--- src/rtl/excp_pkg.sv ---
package excp_pkg;
  localparam logic [4:0] CODE_INT  = 5'd0;
  localparam logic [4:0] CODE_ADL  = 5'd4;
  localparam logic [4:0] CODE_ADS  = 5'd5;
  localparam logic [4:0] CODE_SYS  = 5'd8;
  localparam logic [4:0] CODE_CPU  = 5'd11;

  localparam logic [4:0] SEL_BADVA = 5'd8;
  localparam logic [4:0] SEL_STAT  = 5'd12;
  localparam logic [4:0] SEL_CAUSE = 5'd13;
  localparam logic [4:0] SEL_EPC   = 5'd14;

  localparam int unsigned IP_LSB   = 8;
  localparam int unsigned CODE_LSB = 2;

  typedef struct packed {
    logic ku;
    logic ie;
  } mode_pair_t;
endpackage

--- src/rtl/excp_mode_stack.sv ---
module excp_mode_stack
  import excp_pkg::*;
#(
  parameter int unsigned DEPTH = 3,
  parameter int unsigned NIRQ  = 8,
  localparam int unsigned SW   = 2 * DEPTH
) (
  input  logic            clk_i,
  input  logic            rst_ni,
  input  logic            push_i,
  input  logic            pop_i,
  input  logic            wr_i,
  input  logic [SW-1:0]   stk_wdata_i,
  input  logic [NIRQ-1:0] im_wdata_i,
  output logic [SW-1:0]   stk_o,
  output logic [NIRQ-1:0] im_o
);
  mode_pair_t stk_q [DEPTH];
  logic [NIRQ-1:0] im_q;

  for (genvar i = 0; i < DEPTH; i++) begin : g_lvl
    mode_pair_t nxt;
    always_comb begin
      nxt = stk_q[i];
      if (push_i) begin
        if (i == 0) nxt = '0;
        else        nxt = stk_q[(i == 0) ? 0 : i - 1];
      end else if (pop_i) begin
        if (i < DEPTH - 1) nxt = stk_q[(i < DEPTH - 1) ? i + 1 : i];
      end else if (wr_i) begin
        nxt = stk_wdata_i[2*i +: 2];
      end
    end

    always_ff @(posedge clk_i or negedge rst_ni) begin
      if (!rst_ni) stk_q[i] <= '0;
      else         stk_q[i] <= nxt;
    end

    assign stk_o[2*i +: 2] = stk_q[i];
  end

  always_ff @(posedge clk_i or negedge rst_ni) begin
    if (!rst_ni)                 im_q <= '0;
    else if (wr_i && !push_i && !pop_i) im_q <= im_wdata_i;
  end

  assign im_o = im_q;
endmodule

--- src/rtl/excp_irq_gate.sv ---
module excp_irq_gate #(
  parameter int unsigned NHW  = 6,
  parameter int unsigned NSW  = 2,
  localparam int unsigned NIRQ = NHW + NSW
) (
  input  logic            clk_i,
  input  logic            rst_ni,
  input  logic [NHW-1:0]  irq_i,
  input  logic            sw_wr_i,
  input  logic [NSW-1:0]  sw_wdata_i,
  input  logic [NIRQ-1:0] im_i,
  input  logic            ie_i,
  output logic [NIRQ-1:0] ip_o,
  output logic            pend_o
);
  logic [NHW-1:0] hw_q;
  logic [NSW-1:0] sw_q;

  always_ff @(posedge clk_i or negedge rst_ni) begin
    if (!rst_ni) begin
      hw_q <= '0;
      sw_q <= '0;
    end else begin
      hw_q <= irq_i;
      if (sw_wr_i) sw_q <= sw_wdata_i;
    end
  end

  assign ip_o   = {hw_q, sw_q};
  assign pend_o = ie_i & (|(ip_o & im_i));
endmodule

--- src/rtl/excp_arbiter.sv ---
module excp_arbiter
  import excp_pkg::*;
(
  input  logic       req_i,
  input  logic [4:0] req_code_i,
  input  logic       cpu_viol_i,
  input  logic       irq_pend_i,
  output logic       take_o,
  output logic [4:0] code_o
);
  always_comb begin
    take_o = 1'b1;
    if (req_i)           code_o = req_code_i;
    else if (cpu_viol_i) code_o = CODE_CPU;
    else begin
      code_o = CODE_INT;
      take_o = irq_pend_i;
    end
  end
endmodule

--- src/rtl/excp_ctrl_top.sv ---
module excp_ctrl_top
  import excp_pkg::*;
#(
  parameter int unsigned  DW     = 32,
  parameter int unsigned  DEPTH  = 3,
  parameter int unsigned  NHW    = 6,
  parameter int unsigned  NSW    = 2,
  parameter logic [31:0]  VECTOR = 32'h8000_0080,
  localparam int unsigned NIRQ   = NHW + NSW,
  localparam int unsigned SW     = 2 * DEPTH
) (
  input  logic          clk_i,
  input  logic          rst_ni,
  input  logic          exc_req_i,
  input  logic [4:0]    exc_code_i,
  input  logic [DW-1:0] pc_i,
  input  logic          bd_i,
  input  logic [DW-1:0] badva_i,
  input  logic          rfe_i,
  input  logic [NHW-1:0] irq_i,
  input  logic          mt_i,
  input  logic          mf_i,
  input  logic [4:0]    reg_sel_i,
  input  logic [DW-1:0] wdata_i,
  output logic [DW-1:0] rdata_o,
  output logic          redirect_o,
  output logic [DW-1:0] redirect_pc_o
);
  logic [SW-1:0]   stk;
  logic [NIRQ-1:0] im, ip;
  logic            kernel, user_acc, irq_pend, take;
  logic [4:0]      take_code;
  logic            mt_ok, rfe_ok;
  logic [4:0]      code_q;
  logic            bd_q;
  logic [DW-1:0]   epc_q, badva_q;
  logic [DW-1:0]   status_w, cause_w;

  assign kernel   = ~stk[1];
  assign user_acc = (mt_i | mf_i) & ~kernel;
  assign mt_ok    = mt_i & kernel & ~take;
  assign rfe_ok   = rfe_i & ~take;

  excp_arbiter u_arb (
    .req_i      (exc_req_i),
    .req_code_i (exc_code_i),
    .cpu_viol_i (user_acc),
    .irq_pend_i (irq_pend),
    .take_o     (take),
    .code_o     (take_code)
  );

  excp_mode_stack #(.DEPTH(DEPTH), .NIRQ(NIRQ)) u_stk (
    .clk_i       (clk_i),
    .rst_ni      (rst_ni),
    .push_i      (take),
    .pop_i       (rfe_ok),
    .wr_i        (mt_ok && reg_sel_i == SEL_STAT),
    .stk_wdata_i (wdata_i[SW-1:0]),
    .im_wdata_i  (wdata_i[IP_LSB +: NIRQ]),
    .stk_o       (stk),
    .im_o        (im)
  );

  excp_irq_gate #(.NHW(NHW), .NSW(NSW)) u_irq (
    .clk_i      (clk_i),
    .rst_ni     (rst_ni),
    .irq_i      (irq_i),
    .sw_wr_i    (mt_ok && reg_sel_i == SEL_CAUSE),
    .sw_wdata_i (wdata_i[IP_LSB +: NSW]),
    .im_i       (im),
    .ie_i       (stk[0]),
    .ip_o       (ip),
    .pend_o     (irq_pend)
  );

  always_ff @(posedge clk_i or negedge rst_ni) begin
    if (!rst_ni) begin
      code_q  <= '0;
      bd_q    <= 1'b0;
      epc_q   <= '0;
      badva_q <= '0;
    end else if (take) begin
      code_q <= take_code;
      bd_q   <= bd_i;
      epc_q  <= bd_i ? pc_i - DW'(4) : pc_i;
      if (take_code == CODE_ADL || take_code == CODE_ADS) badva_q <= badva_i;
    end else if (mt_ok && reg_sel_i == SEL_EPC) begin
      epc_q <= wdata_i;
    end
  end

  always_comb begin
    status_w = '0;
    status_w[SW-1:0] = stk;
    status_w[IP_LSB +: NIRQ] = im;
    cause_w = '0;
    cause_w[DW-1] = bd_q;
    cause_w[IP_LSB +: NIRQ] = ip;
    cause_w[CODE_LSB +: 5] = code_q;
  end

  always_comb begin
    rdata_o = '0;
    if (mf_i && kernel) begin
      case (reg_sel_i)
        SEL_STAT:  rdata_o = status_w;
        SEL_CAUSE: rdata_o = cause_w;
        SEL_EPC:   rdata_o = epc_q;
        SEL_BADVA: rdata_o = badva_q;
        default:   rdata_o = '0;
      endcase
    end
  end

  assign redirect_o    = take;
  assign redirect_pc_o = take ? DW'(VECTOR) : '0;
endmodule

--- config.mk ---
export PLATFORM = sky130hd
export DESIGN_NAME = excp_ctrl_top
export DESIGN_NICKNAME = d
export VERILOG_FILES = /design/src/rtl/excp_pkg.sv /design/src/rtl/excp_mode_stack.sv /design/src/rtl/excp_irq_gate.sv /design/src/rtl/excp_arbiter.sv /design/src/rtl/excp_ctrl_top.sv
export SDC_FILE = /design/constraint.sdc
export NUM_CORES = 1
export LEC_CHECK = 0
export BUFFER_PORTS_ARGS = -buffer_cell sky130_fd_sc_hd__buf_2
export CAP_MARGIN = 10
export CORE_UTILIZATION = 51
export CTS_CLUSTER_DIAMETER = 150
export CTS_CLUSTER_SIZE = 25
export DETAILED_ROUTE_END_ITERATION = 8
export PLACE_DENSITY = 0.81
export SYNTH_ARGS = -nofsm -noshare
export SYNTH_HDL_FRONTEND = slang
export SYNTH_HIERARCHICAL = 1
export SYNTH_SLANG_ARGS = --single-unit
export TNS_END_PERCENT = 100
--- constraint.sdc ---
create_clock -name clk_i -period 4.7 [get_ports clk_i]
set_clock_uncertainty 0.1 [all_clocks]
set_input_delay 0.94 -clock clk_i [delete_from_list [all_inputs] [get_ports clk_i]]
set_output_delay 0.94 -clock clk_i [all_outputs]
set_load 0.01 [all_outputs]
==> results.env <==
FLOORPLAN.DIE_AREA_UM2=11100
DRCVIOLATIONCOUNT=0
POST_CTS_RESIZE_COUNT=0
POSTSYNTHCELLCOUNT=512
WORST_SLEW_MARGIN_REL_PCT=27.7
PLACEMENTROWS=37
SYNTH_ENABLE_FLOP_CELLS=0
DP_SLACK_NS=0.686
LAYOUT.CELLS.MOST_COMMON_LIST='buf_2, dfrtp_1, mux2_2'
SEQ_AREA_FRAC_SYNTH_PCT=42.4
POWER-PER-CELL-AREA_nW_PER_UM2=288
CLKSLEWWORSTSETUPHOLDPATHS_NS=0.08
GRT-OVFL-TOTAL=0
PORTS_PLACED_ON_THE_BOUNDARY=184
GRT_PASS1_WL_UM=22100
HTREEDEPTH=3
GP_ROUTABILITY_CONGESTION=0.853
CRITPATHKIND='in -> out'
SYNTH_FF_TYPE='dfrtp_1'
VIASPERCELL=5.53
ASYNC_FLOP_SHARE_PCT=100
CRITICAL_PATH.MAX_FANOUT=32
CLOCK_SINKS=92
MAX_FREQ_MHz=248
AREA_OF_ALL_SEQUENTIAL_STANDARD_CELLS_UM2=2300
CRITICAL_PATH.MAX_STAGE_DELAY_NS=0.97
N_ANTENNA_CELL=0
LAYOUT-DRIVE-GT1-SHARE_PCT=39.1
WL_UM=14000
SYNTH_AREA_UM2=5430
CP_DATA_REQUIRED_TIME_NS=3.66
CHIPWIDTH_UM=105
GRT_SETUP_UNREPAIRED='no'
VIAS=4376
CLOCK_LATENCY_ON_THE_WORST_SKEW_PAIR_NS=0.37
STARTPOINT_TYPES='input port'
FIN_AREA_UM2=6360
FINAL_NETS=771
GLOBAL_ROUTE.USAGE.TOTAL_PCT=26.1
CP_CELL_SEQUENCE='buf_2 -> maj3_1 -> or4b_2 -> a21oi_1 -> buf_2'
CTS.HOLD.BUFFERS_ADDED=0
CHIPHEIGHT_UM=105
ROUTE.DETAILED.WL_PER_INST_UM=17.7
INPUT_OUTPUT_BUFFERS=153
REG2REG_SETUP_SLACK_NS=1.72
INITIAL_UTILIZATION_PCT=52.6
MOSTFREQUENTLAYOUTCELL='buf_2'
POST-CTS-SETUP-BUFFERS=0
CLOCK_PATH_BUFFERS=2
MAXIMUM_NUMBER_OF_PINS_ON_ONE_NET_BEFORE_GLOBAL_ROUTE_REPAIR=64
MAX_SLEW.WORST_PIN.SLEW_NS=1.08
SLEW_VIOLATIONS=0
POST_SYNTH.CELL_AREA_AVG_UM2=10.6
TOTALNEGATIVESETUPSLACK_NS=0
CORE_OUTLINE_AREA_UM2=10300
MAX_CAP_VIOL_COUNT=0
HOLDCRITPATHCLASS='reg -> reg'
DETAIL-ROUTE-ANTENNA-NETS=0
NUMBER_OF_CTS_INSERTED_BUFFERS=9
FINAL-SETUP-VIOL-COUNT=0
CRITICAL_PATH.MOST_COMMON_CELL='buf_2'
DRT-PASS1-ITER-COUNT=4
WORST_SLACK_NS=0.672
STATIC-LEAKAGE-POWER_nW=3.10
CTS_ROOT_BUFFER_TYPE='clkbuf_8'
CRIT_PATH_SLOWEST_CELL='or4b_2'
DP_HPWL_UM=10300
WORST_SETUP_PATH_END_KIND='output pin'
FILL_CELLS=868
HOLD_VIOL_FINAL=0
FLOW.AREA_GROWTH_FROM_SYNTHESIS_PCT=17.2
CLOCK_PERIOD_MINUS_WORST_SLACK_NS=4.03
VIAS_IN_THE_FIRST_GLOBAL_ROUTE=4452
STATUS='complete, no violations'
WORST_VOLTAGE_DROP_ACROSS_THE_VDD_GRID_V=0.000222
PLACED_AREA_UM2=6180
YOSYS.CELL_TYPES.COUNT=52
SYNTH-SEQ-CELLS=92
PERIOD_UTILISATION_LAYOUT_PCT=85.7
FIRST_ITER_VIOLATIONS=224
CRIT_ARRIVAL_NS=2.99
CTS_TREE='built'
MULTIINPUTGATEAREA_UM2=2870
SYNTHESIS.YOSYS.WARNINGS=6
ANTENNA_VIOLATIONS_BEFORE_REPAIR=1
[state kept, by name, indices dropped and copies added (netlist names)]
| signal | count |
|---|---|
| epc_q | 32 |
| u_stk/im_o | 8 |
| u_irq/sw_q | 2 |
| u_stk/stk_o | 6 |
| badva_q | 32 |
| bd_q | 1 |
| code_q | 5 |
| u_irq/hw_q | 6 |
[synth_stat cells, types with 3 or more instances]
master | number | area share [%]
nand4_1 | 4 | 0.46
buf_4 | 32 | 4.4
nor3_1 | 5 | 0.46
clkbuf_1 | 22 | 1.5
a22oi_1 | 36 | 5.0
a21oi_1 | 16 | 1.5
nor2_1 | 32 | 2.2
or4_1 | 3 | 0.41
nand2_1 | 36 | 2.5
nor3b_1 | 3 | 0.41
dfrtp_1 | 92 | 42
nand3_1 | 7 | 0.65
buf_1 | 5 | 0.35
inv_1 | 4 | 0.28
xnor2_1 | 5 | 0.81
o21ai_0 | 16 | 1.5
nor4_1 | 10 | 1.2
mux2_2 | 66 | 14
mux2i_1 | 53 | 9.8
xor2_1 | 23 | 3.7
[metal layers]
| layer | GRT usage, % | wire length, um |
|---|---|---|
| met5 | 0 | 0 |
| met4 | 8.25 | 174 |
| met3 | 6.61 | 989 |
| met2 | 45.3 | 7190 |
| met1 | 31.7 | 5660 |
[through the flow]
step | util [%] | std cells | power (mW) | hold WS [ns]
2_1_floorplan | - | 541 | 1.23 | 0.379
3_3_place_gp | 59.9 | 776 | 1.33 | 0.389
3_5_place_dp | 59.9 | 776 | 1.36 | 0.394
4_1_cts | 61.6 | 791 | 1.85 | 0.415
5_1_grt | 61.6 | 791 | 1.93 | 0.426
6_report | 61.6 | 791 | 1.83 | 0.412
[cell type report]
type,instances,share of cell area [%]
Clock buffer,12,2.44
Clock inverter,3,0.354
Inverter,5,0.295
Multi-Input combinational cell,382,45.0
Sequential cell,92,36.2
Tap cell,136,2.67
Timing Repair Buffer,161,13.0
[final timing paths]
path,from,to,cells past startpoint
worst max register to register,u_stk/im_o[7],badva_q[8],7
worst min register to register,badva_q[29],badva_q[29],1
max in group asynchronous,rst_ni,epc_q[11],2
min in group asynchronous,rst_ni,u_stk/stk_o[0],1
worst max-delay path,reg_sel_i[1],rdata_o[9],5
worst min-delay path,badva_q[29],badva_q[29],1
[logic make-up (layout without fill, tap and decap cells)]
kind of cell | after synthesis | in the layout | share of synthesized area, %
AO/OA/AOI/OAI | 74 | 74 | 8.87
XOR/XNOR | 28 | 28 | 4.52
adder cells (fa/ha/maj) | 2 | 2 | 0.415
buffers and inverters | 67 | 181 | 7.03
flip-flops | 92 | 92 | 42.4
multiplexers | 119 | 119 | 23.5
other | 1 | 30 | 0.0691
AND/OR/NAND/NOR | 129 | 129 | 13.2
[where the power goes]
part           internal, mW  switching (mW)  total (mW)
Clock                 0.220           0.273       0.493
Sequential            0.924          0.0757        1.00
Combinational         0.177           0.165       0.342
[worst max-delay path, delay by kind of cell]
kind            cells  cell delay, ns
compound gates      1            0.28
fa+ha+maj           1            0.39
buf+inv             2            0.39
simple gates        1            0.97
(Power assumes the default switching activity.)
